$ cat config.mk
export PLATFORM = sky130hd
export DESIGN_NAME = addr_window_map
export DESIGN_NICKNAME = d
export VERILOG_FILES = /design/src/rtl/awm_pkg.sv /design/src/rtl/awm_regfile.sv /design/src/rtl/awm_xlate.sv /design/src/rtl/addr_window_map.sv
export SDC_FILE = /design/constraint.sdc
export NUM_CORES = 1
export LEC_CHECK = 0
export BUFFER_PORTS_ARGS = -buffer_cell sky130_fd_sc_hd__buf_2
export CAP_MARGIN = 20
export CORE_ASPECT_RATIO = 0.75
export CORE_MARGIN = 4
export CORE_UTILIZATION = 35
export DETAILED_ROUTE_END_ITERATION = 10
export PLACE_DENSITY_LB_ADDON = 0.25
export SLEW_MARGIN = 10
export SYNTH_ARGS = -nofsm -noshare
export SYNTH_HDL_FRONTEND = slang
export SYNTH_SLANG_ARGS = --single-unit
$ cat constraint.sdc
create_clock -name clk_i -period 3.5 [get_ports clk_i]
set_input_delay 0.875 -clock clk_i [delete_from_list [all_inputs] [get_ports clk_i]]
set_output_delay 0.875 -clock clk_i [all_outputs]
set_load 0.01 [all_outputs]
$ cat src/rtl/awm_pkg.sv
package awm_pkg;
  typedef enum logic [1:0] {
    FLD_BASE_LO = 2'd0,
    FLD_BASE_HI = 2'd1,
    FLD_CTRL    = 2'd2,
    FLD_RSVD    = 2'd3
  } fld_e;

  localparam int unsigned CTRL_WIDE  = 0;
  localparam int unsigned CTRL_BEIRQ = 1;
  localparam int unsigned CTRL_DEFER = 2;
endpackage

$ cat src/rtl/awm_regfile.sv
module awm_regfile
  import awm_pkg::*;
#(
  parameter int unsigned N_ENTRY = 16,
  parameter int unsigned BASE_W  = 32,
  parameter int unsigned CTRL_W  = 5,
  localparam int unsigned SEL_W  = $clog2(N_ENTRY),
  localparam int unsigned PORT_W = BASE_W / 2
) (
  input  logic                            clk_i,
  input  logic                            rst_ni,
  input  logic                            we_i,
  input  logic [SEL_W-1:0]                ent_i,
  input  fld_e                            fld_i,
  input  logic [PORT_W-1:0]               wdata_i,
  output logic [PORT_W-1:0]               rdata_o,
  output logic [N_ENTRY-1:0][BASE_W-1:0]  base_o,
  output logic [N_ENTRY-1:0][CTRL_W-1:0]  ctrl_o
);
  logic [N_ENTRY-1:0][BASE_W-1:0] base_q;
  logic [N_ENTRY-1:0][CTRL_W-1:0] ctrl_q;

  always_ff @(posedge clk_i or negedge rst_ni) begin
    if (!rst_ni) begin
      base_q <= '0;
      ctrl_q <= '0;
    end else if (we_i) begin
      for (int e = 0; e < N_ENTRY; e++) begin
        if (ent_i == SEL_W'(e)) begin
          unique case (fld_i)
            FLD_BASE_LO: base_q[e][PORT_W-1:0]      <= wdata_i;
            FLD_BASE_HI: base_q[e][BASE_W-1:PORT_W] <= wdata_i;
            FLD_CTRL:    ctrl_q[e]                  <= wdata_i[CTRL_W-1:0];
            default: ;
          endcase
        end
      end
    end
  end

  always_comb begin
    unique case (fld_i)
      FLD_BASE_LO: rdata_o = base_q[ent_i][PORT_W-1:0];
      FLD_BASE_HI: rdata_o = base_q[ent_i][BASE_W-1:PORT_W];
      FLD_CTRL:    rdata_o = PORT_W'(ctrl_q[ent_i]);
      default:     rdata_o = '0;
    endcase
  end

  assign base_o = base_q;
  assign ctrl_o = ctrl_q;

  // write tracker for the checks below
  logic              wr_v_q;
  logic [SEL_W-1:0]  wr_ent_q;
  fld_e              wr_fld_q;
  logic [PORT_W-1:0] wr_dat_q;
  always_ff @(posedge clk_i or negedge rst_ni) begin
    if (!rst_ni) begin
      wr_v_q   <= 1'b0;
      wr_ent_q <= '0;
      wr_fld_q <= FLD_BASE_LO;
      wr_dat_q <= '0;
    end else begin
      wr_v_q   <= we_i;
      wr_ent_q <= ent_i;
      wr_fld_q <= fld_i;
      wr_dat_q <= wdata_i;
    end
  end

  p_wr_lo_r7: assert property (@(posedge clk_i) disable iff (!rst_ni)
    (wr_v_q && wr_fld_q == FLD_BASE_LO) |-> base_q[wr_ent_q][PORT_W-1:0] == wr_dat_q);
  p_wr_hi_r7: assert property (@(posedge clk_i) disable iff (!rst_ni)
    (wr_v_q && wr_fld_q == FLD_BASE_HI) |-> base_q[wr_ent_q][BASE_W-1:PORT_W] == wr_dat_q);
  p_wr_ctrl_r8: assert property (@(posedge clk_i) disable iff (!rst_ni)
    (wr_v_q && wr_fld_q == FLD_CTRL) |-> ctrl_q[wr_ent_q] == wr_dat_q[CTRL_W-1:0]);
  p_rsvd_wr_r8: assert property (@(posedge clk_i) disable iff (!rst_ni)
    (we_i && fld_i == FLD_RSVD) |=> ($stable(base_q) && $stable(ctrl_q)));
endmodule

$ cat src/rtl/awm_xlate.sv
module awm_xlate
  import awm_pkg::*;
#(
  parameter int unsigned N_ENTRY = 16,
  parameter int unsigned BASE_W  = 32,
  parameter int unsigned CTRL_W  = 5,
  parameter int unsigned OFF_W   = 12,
  localparam int unsigned SEL_W  = $clog2(N_ENTRY),
  localparam int unsigned IDX_W  = OFF_W - SEL_W
) (
  input  logic [OFF_W-1:0]               offset_i,
  input  logic                           byte_i,
  input  logic [N_ENTRY-1:0][BASE_W-1:0] base_i,
  input  logic [N_ENTRY-1:0][CTRL_W-1:0] ctrl_i,
  output logic [BASE_W-1:0]              addr_o,
  output logic [CTRL_W-1:0]              ctrl_o,
  output logic [BASE_W-1:0]              sel_base_o
);
  logic [SEL_W-1:0] sel;
  logic [IDX_W-1:0] idx, idx_sh;

  assign sel    = offset_i[OFF_W-1:IDX_W];
  assign idx    = offset_i[IDX_W-1:0];
  assign ctrl_o = ctrl_i[sel];
  assign sel_base_o = base_i[sel];

  // scale to access unit: byte 0, half 1, word 2
  always_comb begin
    if (byte_i)                 idx_sh = idx;
    else if (ctrl_o[CTRL_WIDE]) idx_sh = idx >> 2;
    else                        idx_sh = idx >> 1;
  end

  assign addr_o = sel_base_o | BASE_W'(idx_sh);
endmodule

$ cat src/rtl/addr_window_map.sv
module addr_window_map
  import awm_pkg::*;
#(
  parameter int unsigned N_ENTRY = 16,
  parameter int unsigned BASE_W  = 32,
  parameter int unsigned CTRL_W  = 5,
  parameter int unsigned OFF_W   = 12,
  localparam int unsigned SEL_W  = $clog2(N_ENTRY),
  localparam int unsigned PORT_W = BASE_W / 2,
  localparam int unsigned CA_W   = SEL_W + 2,
  localparam int unsigned IDX_W  = OFF_W - SEL_W
) (
  input  logic              clk_i,
  input  logic              rst_ni,
  input  logic              cfg_we_i,
  input  logic [CA_W-1:0]   cfg_addr_i,
  input  logic [PORT_W-1:0] cfg_wdata_i,
  output logic [PORT_W-1:0] cfg_rdata_o,
  input  logic [OFF_W-1:0]  xl_offset_i,
  input  logic              xl_byte_i,
  output logic [BASE_W-1:0] xl_addr_o,
  output logic [CTRL_W-1:0] xl_ctrl_o
);
  logic [N_ENTRY-1:0][BASE_W-1:0] base_all;
  logic [N_ENTRY-1:0][CTRL_W-1:0] ctrl_all;
  logic [BASE_W-1:0]              sel_base;
  fld_e                           fld;

  assign fld = fld_e'(cfg_addr_i[1:0]);

  awm_regfile #(.N_ENTRY(N_ENTRY), .BASE_W(BASE_W), .CTRL_W(CTRL_W)) u_regs (
    .clk_i   (clk_i),
    .rst_ni  (rst_ni),
    .we_i    (cfg_we_i),
    .ent_i   (cfg_addr_i[CA_W-1:2]),
    .fld_i   (fld),
    .wdata_i (cfg_wdata_i),
    .rdata_o (cfg_rdata_o),
    .base_o  (base_all),
    .ctrl_o  (ctrl_all)
  );

  awm_xlate #(.N_ENTRY(N_ENTRY), .BASE_W(BASE_W), .CTRL_W(CTRL_W), .OFF_W(OFF_W)) u_xlate (
    .offset_i   (xl_offset_i),
    .byte_i     (xl_byte_i),
    .base_i     (base_all),
    .ctrl_i     (ctrl_all),
    .addr_o     (xl_addr_o),
    .ctrl_o     (xl_ctrl_o),
    .sel_base_o (sel_base)
  );

  p_sel_stable_r2: assert property (@(posedge clk_i) disable iff (!rst_ni)
    ($stable(xl_offset_i) && $stable(xl_byte_i) && !$past(cfg_we_i)) |-> $stable(xl_addr_o));
  p_base_kept_r6: assert property (@(posedge clk_i) disable iff (!rst_ni)
    (xl_addr_o & sel_base) == sel_base);
  p_wide_span_r3: assert property (@(posedge clk_i) disable iff (!rst_ni)
    (xl_ctrl_o[CTRL_WIDE] && !xl_byte_i) |-> xl_addr_o[BASE_W-1:IDX_W-2] == sel_base[BASE_W-1:IDX_W-2]);
  p_half_span_r4: assert property (@(posedge clk_i) disable iff (!rst_ni)
    (!xl_ctrl_o[CTRL_WIDE] && !xl_byte_i) |-> xl_addr_o[BASE_W-1:IDX_W-1] == sel_base[BASE_W-1:IDX_W-1]);
  p_ctrl_rd_r8: assert property (@(posedge clk_i) disable iff (!rst_ni)
    (fld == FLD_CTRL) |-> cfg_rdata_o[PORT_W-1:CTRL_W] == '0);
  p_rsvd_rd_r8: assert property (@(posedge clk_i) disable iff (!rst_ni)
    (fld == FLD_RSVD) |-> cfg_rdata_o == '0);
endmodule

==> key figures <==
Run status
  • Status: complete, but fails checks
  • Failing checks: negative setup slack

Synth
  • Primary FF master, synth: dfrtp_1
  • Syn_nets: about 2,000
  • Yosys Warn Count: 0
  • Largest cells by area after synthesis: dfrtp_1, mux4_2, mux2_2, clkbuf_1, buf_2
  • Synthesis-stage register bit count: about 600
  • Post-synth EDFFs: 0
  • Synthesized cell area: 31,900 µm²
  • Synth cell types: 40
  • Synthesized area per cell: 16.1 µm²
  • Yosys top cell by area: dfrtp_1
  • Synth Instances: 1,974
  • Most used standard cells in the synthesized netlist: mux2_2, dfrtp_1, mux4_2, clkbuf_1, buf_2
  • Synth top area share: 0.465
  • Ys async rst share: 1.00
  • Most common cell in the synthesized netlist: mux2_2
  • Sequential area share after synthesis: 0.465

Pwr
  • Sequential share of power: 0.431
  • Switch share: 0.265
  • Comb pwr share: 0.198
  • Internal: around 14 mW
  • Maximum vdd drop: between 0.3 and 0.4 mV
  • PD cells: between 500 and 600 nW/µm²
  • NetSw: 5.17 mW
  • Total Power: 19.5 mW
  • Clock network power share: 0.371
  • Leakage: 17.2 nW

STA
  • Setup TNS: -2.12 ns
  • Final setup margin: -0.116 ns
  • Fin. Hold Viols: 0
  • Final period util: 1.03
  • Max-slew violations: 0
  • RSZ-0062 raised after global routing: yes
  • Least-Margin Pin Slew: around 0.95 ns
  • Worst Skew: 0 ns
  • Final setup violating endpoints: 38
  • Achievable Freq: 277 MHz
  • Minimum clock period: 3.62 ns
  • Slew HR: 0.365

Setup path
  • Worst path depth: 7
  • R2R cell count: 1
  • Crit. End Element: output pin
  • Crit path launch: xl_offset_i[8]
  • Critical path's slowest cell: mux4_2
  • Crit Reg-Reg Startpoint: u_regs.base_o[130]
  • CP Max Fanout: 8
  • Critical Path AT: approximately 2.7 ns
  • FF-to-FF End: u_regs.base_o[130]
  • Crit path max-delay family: multiplexers
  • Critical-path cell list: buf_16 > buf_16 > buf_4 > buf_12 > mux4_2 > mux4_2 > buf_6
  • CP max stage delay: 0.63 ns
  • Critical path endpoint: xl_addr_o[15]
  • Reg2reg setup slack: 2.67 ns
  • CP Launch Type: input pin
  • Crit path buffers/inverters: 5
  • Critical path class: input pin to output pin
  • Critical Path RT: 2.62 ns

Placed design
  • Placed Cells incl. Taps: 3,288
  • Routability Congestion: 0.818
  • Port bufs: 90
  • Post-DP HPWL: between 60,000 and 70,000 µm
  • Worst Setup Slack post-DPL: -0.642 ns

Global routing
  • Initial antenna violation count: 1
  • First-pass GRT wire length: 152,000 µm
  • GRT Total Usage: 0.214
  • Vias in the first global route: 21,467
  • GRT Residual Overflow: 0
  • Largest net degree at the start of global routing: 79

Die
  • Num rows: 95
  • DIE AREA: 95,900 µm²
  • Core Box Area: 89,900 µm²
  • Starting Density: 0.354
  • Ports: 91
  • Die W: 356 µm
  • Die Span Y: 269 µm

Routing
  • Post-Route WL: a little over 100,000 µm
  • DRT Pass-1 Iters: 5
  • 1st-iter DRT viols: 1,701
  • Vias: around 20,000
  • Antenna-violating nets left: 0
  • Routed WL per cell: 29.7 µm
  • # DRC: 0
  • Vias per cell: 5.87

Clocking
  • Cts bufs inserted: 68
  • H-tree Lvls: 3
  • Worst-Skew Late Latency: 0.60 ns
  • Clk root buf: clkbuf_16
  • Clk buf depth: 3
  • CTS Sinks: 592
  • Clock slew at reported path FFs: 0.06 ns
  • CTS tree: yes

Layout
  • Antenna diodes: 0
  • Fillers: roughly 8,000
  • Nets@finish: 2,236
  • Layout Cells excl Fill: 3,448
  • Area Growth Syn to Fin: 22.1%
  • Share of post-route cells with drive strength above 1: 0.671

Hold path
  • Worst Hold Class: input pin to async pin

Flow run
  • Maxcap violations: 0
-- logic make-up (layout without fill, tap and decap cells) --
logic type | after synthesis | in the layout | synth area share
AND/OR/NAND/NOR | 144 | 144 | 0.0243
multiplexers | 986 | 986 | 0.469
flip-flops | 592 | 592 | 0.465
buffers and inverters | 196 | 458 | 0.0288
AO/OA/AOI/OAI | 56 | 56 | 0.0126
-- layout by cell type, fill, tap and decap left out, drive strengths merged, types with 11 or more instances in the layout --
| cell | instances |
|---|---|
| nor3 | 31 |
| nand2 | 30 |
| buf | 340 |
| nor2 | 36 |
| a22oi | 12 |
| mux2i | 11 |
| clkbuf | 90 |
| nand2b | 12 |
| mux2 | 634 |
| nand3 | 20 |
| o22ai | 17 |
| dfrtp | 592 |
| mux4 | 341 |
-- timing repair --
item                                    CTS  global route
buffers inserted                         25            18
gates cloned                             10             5
hold buffers                              0             0
hold endpoints to repair                  0             0
pin swaps                                 6             9
endpoints found under the setup margin   49            51
gates resized for setup                 113            52
-- final cells by class --
| class | count | area, µm² | share of cell area |
|---|---|---|---|
| Timing Repair Buffer | 346 | 3790 | 0.0975 |
| Multi-Input combinational cell | 1186 | 16500 | 0.425 |
| Sequential cell | 592 | 14800 | 0.381 |
| Clock buffer | 85 | 1890 | 0.0485 |
| Clock inverter | 23 | 332 | 0.00852 |
| Tap cell | 1212 | 1520 | 0.0390 |
| Inverter | 4 | 15.0 | 0.000386 |
-- per-stage QoR --
stage                      util  instance area (µm²)  hold WS (ns)
after floorplan               -                31900         0.491
after global placement    0.391                35200         0.501
after detailed placement  0.391                35200         0.510
after CTS                 0.428                38500         0.266
after global routing      0.433                38900         0.308
final                     0.433                38900         0.284
-- power groups by stage --
| stage | Combinational, mW | Sequential (mW) | Clock, mW |
|---|---|---|---|
| global placement | 3.47 | 8.47 | 0 |
| finish | 3.86 | 8.43 | 7.25 |
| detailed placement | 3.56 | 8.53 | 0 |
| global route | 4.12 | 8.55 | 7.67 |
| floorplan | 2.47 | 8.28 | 0 |
| CTS | 3.80 | 8.41 | 7.39 |
-- worst min path at each step --
stage                      start                  to  slack, ns  cells after the start
4_1_cts                   rst_ni  u_regs.base_o[347]       0.27                      1
3_5_place_dp   u_regs.base_o[87]   u_regs.base_o[87]       0.51                      1
5_1_grt                   rst_ni  u_regs.base_o[268]       0.31                      1
6_report                  rst_ni  u_regs.base_o[268]       0.28                      1
3_3_place_gp   u_regs.base_o[85]   u_regs.base_o[85]       0.50                      1
2_1_floorplan  u_regs.ctrl_o[11]   u_regs.ctrl_o[11]       0.49                      1
-- flip-flops by register name (all words and copies together), names as in the netlist --
signal and count:
u_regs.ctrl_o 80, u_regs.base_o 512
-- per-layer routing --
metal	wire length, µm	up-vias	global-route usage	part of all wire
li1	-	8241	-	-
met1	46000	11204	0.314	0.45
met2	47300	638	0.328	0.46
met3	6920	140	0.0437	0.068
met4	2100	2	0.0476	0.021
met5	13	-	0	0.00013
No activity file was read; power rests on OpenSTA's default activity.
